**config.mk**
```make
export PLATFORM = sky130hd
export DESIGN_NAME = fws_master
export DESIGN_NICKNAME = d
export VERILOG_FILES = /design/src/rtl/fws_pkg.sv /design/src/rtl/fws_divider.sv /design/src/rtl/fws_shifter.sv /design/src/rtl/fws_ctrl.sv /design/src/rtl/fws_master.sv
export SDC_FILE = /design/constraint.sdc
export NUM_CORES = 1
export LEC_CHECK = 0
export ABC_AREA = 1
export ABC_CLOCK_PERIOD_IN_PS = 2100
export BUFFER_PORTS_ARGS = -buffer_cell sky130_fd_sc_hd__buf_2
export CAP_MARGIN = 0
export CORE_ASPECT_RATIO = 1.75
export CORE_UTILIZATION = 55
export CTS_CLUSTER_DIAMETER = 60
export CTS_CLUSTER_SIZE = 12
export DETAILED_ROUTE_END_ITERATION = 10
export GPL_ROUTABILITY_DRIVEN = 0
export PLACE_DENSITY_LB_ADDON = 0.15
export RECOVER_POWER = 100
export SYNTH_ARGS = -nofsm -noshare
export SYNTH_HDL_FRONTEND = slang
export SYNTH_SLANG_ARGS = --single-unit
```
**constraint.sdc**
```tcl
create_clock -name clk -period 2.1 [get_ports clk]
set_input_delay 0.42 -clock clk [delete_from_list [all_inputs] [get_ports clk]]
set_output_delay 0.42 -clock clk [all_outputs]
set_load 0.1 [all_outputs]
```
**src/rtl/fws_pkg.sv**
```systemverilog
// Package: shared types for the framed word serial master.
// Assumes nothing beyond IEEE 1800-2017 enum support.
package fws_pkg;
    typedef enum logic [1:0] {
        ST_IDLE  = 2'd0,
        ST_WRITE = 2'd1,
        ST_READ  = 2'd2
    } fws_state_e;
endpackage

```
**src/rtl/fws_divider.sv**
```systemverilog
// Module: half-period tick generator for the serial clock.
// Emits a one-cycle tick every div_val+1 cycles while run is high.
// Assumes restart is pulsed when a new word begins shifting.
module fws_divider #(
    parameter int DIV_W = 4
) (
    input  logic             clk,
    input  logic             rst_n,
    input  logic             run,
    input  logic             restart,
    input  logic [DIV_W-1:0] div_val,
    output logic             tick
);
    logic [DIV_W-1:0] cnt;

    // Tick when the count reaches the programmed half-period.
    always_comb tick = run && (cnt == div_val);

    // Count system cycles within the current half-period.
    always_ff @(posedge clk) begin
        if (!rst_n) begin
            cnt <= '0;
        end else if (restart || !run || tick) begin
            cnt <= '0;
        end else begin
            cnt <= cnt + 1'b1;
        end
    end
endmodule

```
**src/rtl/fws_shifter.sv**
```systemverilog
// Module: one-word serial shift engine.
// On go it raises sclk and drives the MSB. It then alternates falling
// edges (sample sdi) and rising edges (drive the next bit) on each tick.
// Frame sync is raised at go and dropped at the rising edge of bit 0
// of the last word; it holds its level across gaps between words.
// Assumes go is only given while active is low.
module fws_shifter #(
    parameter int WORD_W = 16
) (
    input  logic              clk,
    input  logic              rst_n,
    input  logic              go,
    input  logic [WORD_W-1:0] go_data,
    input  logic              go_last,
    input  logic              tick,
    input  logic              sdi,
    output logic              sclk,
    output logic              sdo,
    output logic              frame,
    output logic              active,
    output logic [WORD_W-1:0] rx_word
);
    localparam int IDX_W = $clog2(WORD_W);

    logic [WORD_W-1:0] sh;
    logic [WORD_W-1:0] rx;
    logic [WORD_W-1:0] rx_next;
    logic [IDX_W-1:0]  idx;
    logic [IDX_W-1:0]  idx_m1;
    logic              last_q;

    // Next receive value and next bit index.
    always_comb begin
        rx_next = {rx[WORD_W-2:0], sdi};
        idx_m1  = idx - 1'b1;
    end

    // Bit sequencing, serial clock phases and frame level.
    always_ff @(posedge clk) begin
        if (!rst_n) begin
            sh      <= '0;
            rx      <= '0;
            rx_word <= '0;
            idx     <= '0;
            last_q  <= 1'b0;
            sclk    <= 1'b0;
            sdo     <= 1'b0;
            frame   <= 1'b0;
            active  <= 1'b0;
        end else if (go && !active) begin
            sh     <= go_data;
            idx    <= IDX_W'(WORD_W - 1);
            last_q <= go_last;
            sclk   <= 1'b1;
            sdo    <= go_data[WORD_W-1];
            frame  <= 1'b1;
            active <= 1'b1;
        end else if (active && tick) begin
            if (sclk) begin
                sclk <= 1'b0;
                rx   <= rx_next;
                if (idx == '0) begin
                    active  <= 1'b0;
                    rx_word <= rx_next;
                end
            end else begin
                sclk <= 1'b1;
                idx  <= idx_m1;
                sdo  <= sh[idx_m1];
                if (last_q && (idx_m1 == '0)) begin
                    frame <= 1'b0;
                end
            end
        end
    end
endmodule

```
**src/rtl/fws_ctrl.sv**
```systemverilog
// Module: transaction controller.
// Captures the configuration on start, counts words, issues go pulses
// to the shift engine and produces the firmware ready handshake.
// Assumes the shift engine reports active from the cycle after go.
module fws_ctrl
    import fws_pkg::*;
#(
    parameter int WORD_W = 16,
    parameter int LEN_W  = 8,
    parameter int DIV_W  = 4
) (
    input  logic              clk,
    input  logic              rst_n,
    input  logic              start,
    input  logic              cfg_rd,
    input  logic              cfg_prefetch,
    input  logic [LEN_W-1:0]  cfg_len,
    input  logic [DIV_W-1:0]  cfg_div,
    input  logic              wr_strobe,
    input  logic [WORD_W-1:0] wr_data,
    input  logic              rd_strobe,
    input  logic              sh_active,
    output logic              go,
    output logic [WORD_W-1:0] go_data,
    output logic              go_last,
    output logic              dir_rd,
    output logic [DIV_W-1:0]  div_q,
    output logic              ready
);
    fws_state_e       state;
    logic [LEN_W-1:0] remain;
    logic             accept_start;

    // Decide handshake, word launch and last-word flag for this cycle.
    always_comb begin
        go           = 1'b0;
        go_data      = '0;
        go_last      = 1'b0;
        ready        = 1'b0;
        accept_start = (state == ST_IDLE) && start && (cfg_len != '0);
        case (state)
            ST_IDLE: begin
                if (accept_start && cfg_rd && cfg_prefetch) begin
                    go      = 1'b1;
                    go_last = (cfg_len == LEN_W'(1));
                end
            end
            ST_WRITE: begin
                ready = (remain != '0) && !sh_active;
                if (ready && wr_strobe) begin
                    go      = 1'b1;
                    go_data = wr_data;
                    go_last = (remain == LEN_W'(1));
                end
            end
            ST_READ: begin
                ready = !sh_active;
                if (ready && rd_strobe && (remain != '0)) begin
                    go      = 1'b1;
                    go_last = (remain == LEN_W'(1));
                end
            end
            default: ;
        endcase
    end

    // Track transaction state and the words still to be launched.
    always_ff @(posedge clk) begin
        if (!rst_n) begin
            state  <= ST_IDLE;
            remain <= '0;
            dir_rd <= 1'b0;
            div_q  <= '0;
        end else begin
            case (state)
                ST_IDLE: begin
                    if (accept_start) begin
                        dir_rd <= cfg_rd;
                        div_q  <= cfg_div;
                        remain <= go ? cfg_len - 1'b1 : cfg_len;
                        state  <= cfg_rd ? ST_READ : ST_WRITE;
                    end
                end
                ST_WRITE: begin
                    if (go) begin
                        remain <= remain - 1'b1;
                    end else if ((remain == '0) && !sh_active) begin
                        state <= ST_IDLE;
                    end
                end
                ST_READ: begin
                    if (ready && rd_strobe) begin
                        if (remain != '0) begin
                            remain <= remain - 1'b1;
                        end else begin
                            state <= ST_IDLE;
                        end
                    end
                end
                default: state <= ST_IDLE;
            endcase
        end
    end
endmodule

```
**src/rtl/fws_master.sv**
```systemverilog
// Module: framed word serial master, top level.
// Joins the controller, divider and shift engine, and steers the shared
// frame level to the write or read frame-sync pin by direction.
// Assumes a single system clock and synchronous active-low reset.
module fws_master #(
    parameter int WORD_W = 16,
    parameter int LEN_W  = 8,
    parameter int DIV_W  = 4
) (
    input  logic              clk,
    input  logic              rst_n,
    input  logic              start,
    input  logic              cfg_rd,
    input  logic              cfg_prefetch,
    input  logic [LEN_W-1:0]  cfg_len,
    input  logic [DIV_W-1:0]  cfg_div,
    input  logic              wr_strobe,
    input  logic [WORD_W-1:0] wr_data,
    input  logic              rd_strobe,
    output logic [WORD_W-1:0] rd_data,
    output logic              ready,
    output logic              sclk,
    output logic              sdo,
    input  logic              sdi,
    output logic              tx_fs,
    output logic              rx_fs
);
    logic              go;
    logic [WORD_W-1:0] go_data;
    logic              go_last;
    logic              dir_rd;
    logic [DIV_W-1:0]  div_q;
    logic              sh_active;
    logic              tick;
    logic              frame;

    fws_ctrl #(.WORD_W(WORD_W), .LEN_W(LEN_W), .DIV_W(DIV_W)) u_ctrl (
        .clk(clk), .rst_n(rst_n), .start(start), .cfg_rd(cfg_rd),
        .cfg_prefetch(cfg_prefetch), .cfg_len(cfg_len), .cfg_div(cfg_div),
        .wr_strobe(wr_strobe), .wr_data(wr_data), .rd_strobe(rd_strobe),
        .sh_active(sh_active), .go(go), .go_data(go_data), .go_last(go_last),
        .dir_rd(dir_rd), .div_q(div_q), .ready(ready)
    );

    fws_divider #(.DIV_W(DIV_W)) u_div (
        .clk(clk), .rst_n(rst_n), .run(sh_active), .restart(go),
        .div_val(div_q), .tick(tick)
    );

    fws_shifter #(.WORD_W(WORD_W)) u_shift (
        .clk(clk), .rst_n(rst_n), .go(go), .go_data(go_data),
        .go_last(go_last), .tick(tick), .sdi(sdi), .sclk(sclk), .sdo(sdo),
        .frame(frame), .active(sh_active), .rx_word(rd_data)
    );

    // Route the frame level to the pin for the current direction.
    always_comb begin
        tx_fs = frame && !dir_rd;
        rx_fs = frame && dir_rd;
    end
endmodule

```
* Word-level counts from Yosys, hierarchy flattened
Index checks and enable logic that the tools add are counted.
Storage, ports and cells: bits in registers 75, latch bits 0, RAM bits 0, memory bits (read-only) 0, bits of input ports 36, output and inout bits 21, word-level logic and storage cells 117, memories 0
Operators by class: add/sub/neg operators 4, multipliers 0, divide/modulo/power cells 0, order comparisons 1, eq/ne operators 13, shift-type cells 0, muxes and demuxes 43, bitwise logic cells 2, reductions and logical operators 40
Operator list (count):
- 8-bit 2-to-1 mux | 5
- 16-bit 2-to-1 mux | 2
- 8-bit case mux with 3 select lines | 1
- 1-bit 2-to-1 mux | 21
- 8-bit by 1-bit == test with 1-bit output, second input constant | 2
- 1-bit logical AND | 16
- 8-bit nonzero test | 2
- 8-bit by 1-bit subtractor with 8-bit output, second input constant | 2
- 2-bit 2-to-1 mux | 6
- 4-bit 2-to-1 mux | 3
- 2-bit by 1-bit inequality test with 1-bit output, second input constant | 5
- 5-bit AND reduction | 2
- 3-bit AND reduction | 3
- 4-bit zero test | 2
- 8-bit zero test | 1
- 2-bit nonzero test | 4
- 2-bit inequality test, second input constant | 3
- 1-bit case mux with 3 select lines | 2
- 2-bit case mux with 3 select lines | 1
- 4-bit by 5-bit less-than comparator with 1-bit output, second input constant | 1
- 4-bit by 1-bit adder with 4-bit output, second input constant | 1
- 1-bit binary-select mux with 4-bit select | 1
- 4-bit == test | 1
- 2-bit AND reduction | 2
- 11 further kinds | 14

* Longest topological paths before layout
depth in word-level cells 10, mapped depth 14, depth with buffers taken out 13

* By module
From an unflattened synthesis, not the netlist that was laid out.
Unflattened totals: cells, all modules 576, area, all modules 4032.6 um2
By module, submodules not included:
- fws_shifter | instances 1, cells each 299, area each 2268.4 um2, seq. area each 1121.1 um2
- fws_ctrl | instances 1, cells each 239, area each 1511.4 um2, seq. area each 300.3 um2
- fws_divider | instances 1, cells each 34, area each 235.2 um2, seq. area each 80.1 um2
- fws_master | instances 1, cells each 4, area each 17.5 um2, seq. area each 0.0 um2

* Worst setup path before layout
OpenSTA, ideal clock, no wires.
path type register -> output, start register u_ctrl.state[0], end output ready, data arrival time 3.311 ns, data required time 1.680 ns, setup slack -1.631 ns, cell stages (with the launch flop) 6, path buffers 1, path through dfxtp_1 -> inv_1 -> ha_1 -> clkbuf_1 -> clkinv_1 -> nor3_1
Between the ends: longest elaborated chain between the ends 2, elaborated cells on any way between the ends 3, those cells by class eq/ne: 2; mux: 1
Ends and longest elaborated chain:
- start: declaration | RTL line fws_ctrl.sv:30 | fws_state_e state;
- start signal: assignment | RTL line fws_ctrl.sv:81 | state <= cfg_rd ? ST_READ : ST_WRITE;
- 2-bit == test or 2-bit by 1-bit == test with 1-bit output (tied branches) | RTL line fws_ctrl.sv:41 | case (state)
- 1-bit case mux with 2 select lines (*) | RTL line fws_ctrl.sv:41
- end: declaration | RTL line fws_master.sv:21 | output logic ready,
Mark *: on every way between the ends. The rest lies on a longest branch, timed or not.

* Worst setup path in the final report
start register u_ctrl.remain[0], end output ready
Between the ends: longest elaborated chain between the ends 3
Ends and longest elaborated chain:
- start: declaration | RTL line fws_ctrl.sv:31 | logic [LEN_W-1:0] remain;
- start signal: assignment | RTL line fws_ctrl.sv:80 | remain <= go ? cfg_len - 1'b1 : cfg_len;
- start signal: assignment | RTL line fws_ctrl.sv:86 | remain <= remain - 1'b1;
- start signal: assignment | RTL line fws_ctrl.sv:94 | remain <= remain - 1'b1;
- 8-bit nonzero test | RTL line fws_ctrl.sv:49 | ready = (remain != '0) && !sh_active;
- 1-bit logical AND | RTL line fws_ctrl.sv:49
- 1-bit case mux with 2 select lines | RTL line fws_ctrl.sv:41
Every way passes these cells.

==> impl_results.md <==
* Top FF cell, synth: dfxtp_1
* Max cap viols at 0
* Syn_area_per_cell at 7.02 sq um
* Drt pass-1 iters at 5
* Worst rel slew slack at about 64%
* Pint at approximately 0.0039 W
* H-tree levels at 3
* Fin crit share at a little over nine tenths
* Final nets at 647
* Initial antenna violation count at 0
* Mapped Area at about 0.0038 sq mm
* Hold depth at 3
* Wire per inst at between 10 and 15 um
* Crit-path slowest cell: dfxtp_2
* Cell family with most CP delay: flip-flops
* Drt drc at 0
* CP endpoint kind: primary output
* Slew Limit Fails at 0
* Synthesized Nets at ~590
* Post-synth EDFFs at 0
* Leak at just under 2 nW
* Asr flop ratio synth at 0%
* Worst Setup Slack, final at around 0.055 ns
* Worst Tran Pin Value at between 0.5 and 0.6 ns
* Layout cells sized above 1 at 20.2%
* Number of global-route vias before repair at ~3500
* FP Rows at 39
* Die ar. at around 0.0072 sq mm
* NetSw at roughly 0.0030 W
* Clock Latency Late Sink at about 0.34 ns
* N_diodes at 0
* Hold WS at around 0.34 ns
* Root buffer cell: clkbuf_16
* Worst-path fanout max at 6
* Reg2reg path depth at 9
* Die height at 112 um
* Max Freq at between 400 and 500 MHz
* Detailed Place HPWL at between 6 and 7 mm
* P per Cell Area at 1530 mW/mm^2
* CTS clk-pin slew, worst paths at roughly 0.06 ns
* Type of origin of the critical path: flip-flop
* Worst Path Arrival at approximately 1.6 ns
* CP dominant cell by count: inv_2
* Sequential share of power at between 20% and 30%
* IO Count at 57
* Clock Skew at 0.00602 ns
* DRT Wirelength at a little under 9 mm
* Switching fraction of total power at 43.8%
* Cell chain of the critical path: inv_2 > ha_2 > inv_2 > nor2_4 > nand2_4 > a21oi_4 > nor3_4 > buf_12
* Hold WC Path Type: in -> reg
* Clk sinks at between 70 and 80
* Total CTS buffers at 9
* Unrepaired setup endpoints after global routing: no
* Clock group share of total power at a little under a quarter
* Register area share after synthesis at roughly 40%
* First-pass GRT wire length at ~15 mm
* CP Class: reg -> out
* Layout area overhead at 18.8%
* Number of synthesized register bits at 75
* Initial DRC count at 192
* VDD IR-drop max at 0.000915 V
* Gr usage total at 26.5%
* CTS Buffer Depth at 2
* Post-CTS Setup Bufs at 0
* GRT overflow at 0
* Final setup violation count at 0
* Combinational share of power at about half
* Chip width at between 60 and 70 um
* Final-report hold violation count at 0
* Slowest stage delay, CP at ~0.33 ns
* Post-synth cell types at 37
* Hold buffer count at cts at 0
* Pre-CTS WS at ~0.057 ns
* Status: completed
* Largest net degree at the start of global routing at 39
* Vias/cell at roughly 5.3
* Starting density of the core at a little under three fifths
* Vias at roughly 3700
* Core footprint at 0.00659 sq mm
* Crit path time final at between 2 and 2.5 ns
* CTS tree: done
* Warnings, synthesis at 0
* CP Data Required Time at ~1.7 ns
* CP Buf/Inv Count at 3
* Cells after Synth at around 540
* Setup TNS at 0 ns
* Antenna Violating Nets Remaining at 0
* Crit. path cell count at 8
* # port buffers at 56
area by class of cell:
| class | count | area, sq um |
|---|---|---|
| clock inverters | 4 | 73.8 |
| clock buffers | 12 | 246 |
| repair buffers | 69 | 383 |
| multi-input cells | 393 | 1960 |
| inverters | 52 | 216 |
| fillers | 608 | 2090 |
| flip-flops and latches | 75 | 1510 |
| well taps | 82 | 103 |
metal layers:
layer | track usage (%) | vias up | wire length, um
met2 | 47.9 | 93 | 4710
met1 | 27.7 | 1666 | 3500
li1 | - | 1872 | -
met5 | 0 | - | 0
met3 | 6.25 | 24 | 334
met4 | 13.3 | 0 | 282
power by group through the flow:
stage / Sequential, W / Combinational [W] / Clock (W)
after floorplan: 0.00198 / 0.00247 / 0
after global placement: 0.00189 / 0.00324 / 0
after detailed placement: 0.00190 / 0.00328 / 0
after CTS: 0.00188 / 0.00338 / 0.00165
after global routing: 0.00191 / 0.00376 / 0.00171
final: 0.00188 / 0.00335 / 0.00163
Yosys cell counts (2+ instances only):
library cell	number	area, sq um
inv_1	42	158
nor3_1	4	20.0
nand2_4	2	22.5
buf_4	2	15.0
o211ai_1	3	22.5
nand2_2	15	93.8
nor2_1	94	353
dfxtp_1	75	1500
xor2_1	2	17.5
nand3_1	48	240
ha_1	11	138
clkbuf_1	10	37.5
buf_6	2	22.5
xnor2_1	3	26.3
o21ai_1	2	10.0
inv_2	6	22.5
a21oi_2	11	96.3
a21oi_1	44	220
clkinv_1	2	7.51
nand4_1	3	18.8
o21ai_0	43	215
and3_1	2	12.5
nand2_1	96	360
buf_2	4	20.0
worst paths after layout:
check,slack (ns),startpoint,end
worst min register to register,0.46,u_shift.sh[4],u_shift.sh[4]
worst max-delay path,0.06,u_ctrl.remain[0],ready
worst min-delay path,0.34,cfg_div[1],u_ctrl.div_q[1]
worst max register to register,0.15,u_ctrl.state[1],u_ctrl.remain[0]
stage by stage:
stage	total power, W	std cells	instance area [sq um]	util (%)
CTS	0.00691	688	4540	69.0
finish	0.00687	687	4490	68.2
global route	0.00738	687	4490	68.2
global placement	0.00512	672	4200	63.8
detailed placement	0.00518	672	4200	63.8
floorplan	0.00445	539	3820	-
worst register-to-register path, delay by kind of cell, from the launching register on:
kind                     cells  cell delay [ns]
AO/OA/AOI/OAI                1             0.20
adder cells (fa/ha/maj)      1             0.33
buffers and inverters        2             0.37
flip-flops                   1             0.34
AND/OR/NAND/NOR              5             0.65
logic make-up (layout without fill, tap and decap cells):
family	Yosys count	in the layout	synth area share [%]
adders and majority gates	11	11	3.64
and+or+nand+nor	271	271	31.6
xor gates and xnor gates	5	5	1.16
DFF	75	75	39.7
buffers and inverters	71	137	8.37
AOI/OAI and AO/OA	106	106	15.5
flip-flops by register name (all words and copies together), names as in the netlist:
signal / flops
u_ctrl.dir_rd: 1
u_ctrl.div_q: 4
u_ctrl.remain: 8
u_ctrl.state: 2
u_div.cnt: 4
u_shift.active: 1
u_shift.frame: 1
u_shift.idx: 4
u_shift.last_q: 1
u_shift.rx: 15
u_shift.rx_word: 16
u_shift.sclk: 1
u_shift.sdo: 1
u_shift.sh: 16
cell usage in the layout, fill, tap and decap left out, types with 2 or more instances in the layout:
| master | instances |
|---|---|
| o211ai_1 | 3 |
| dfxtp_1 | 72 |
| nand3_1 | 49 |
| ha_1 | 9 |
| clkbuf_2 | 21 |
| inv_2 | 9 |
| nand2_4 | 2 |
| clkbuf_1 | 4 |
| nand2_2 | 10 |
| a21oi_2 | 6 |
| nand2_1 | 101 |
| nor3_1 | 3 |
| clkinv_4 | 2 |
| and3_1 | 2 |
| xor2_1 | 2 |
| o21ai_1 | 2 |
| nand4_1 | 3 |
| dfxtp_2 | 2 |
| nor2_1 | 94 |
| bufinv_16 | 2 |
| o21ai_0 | 43 |
| buf_2 | 35 |
| a21oi_1 | 48 |
| clkbuf_16 | 9 |
| buf_4 | 10 |
| clkinv_2 | 2 |
| inv_1 | 38 |
| xnor2_1 | 3 |
what timing repair did:
item                       in CTS  in global routing
gates resized for setup         9                  5
pin swaps                       4                  2
setup endpoints to repair       1                  3
Power figures use the tool's default switching activity.
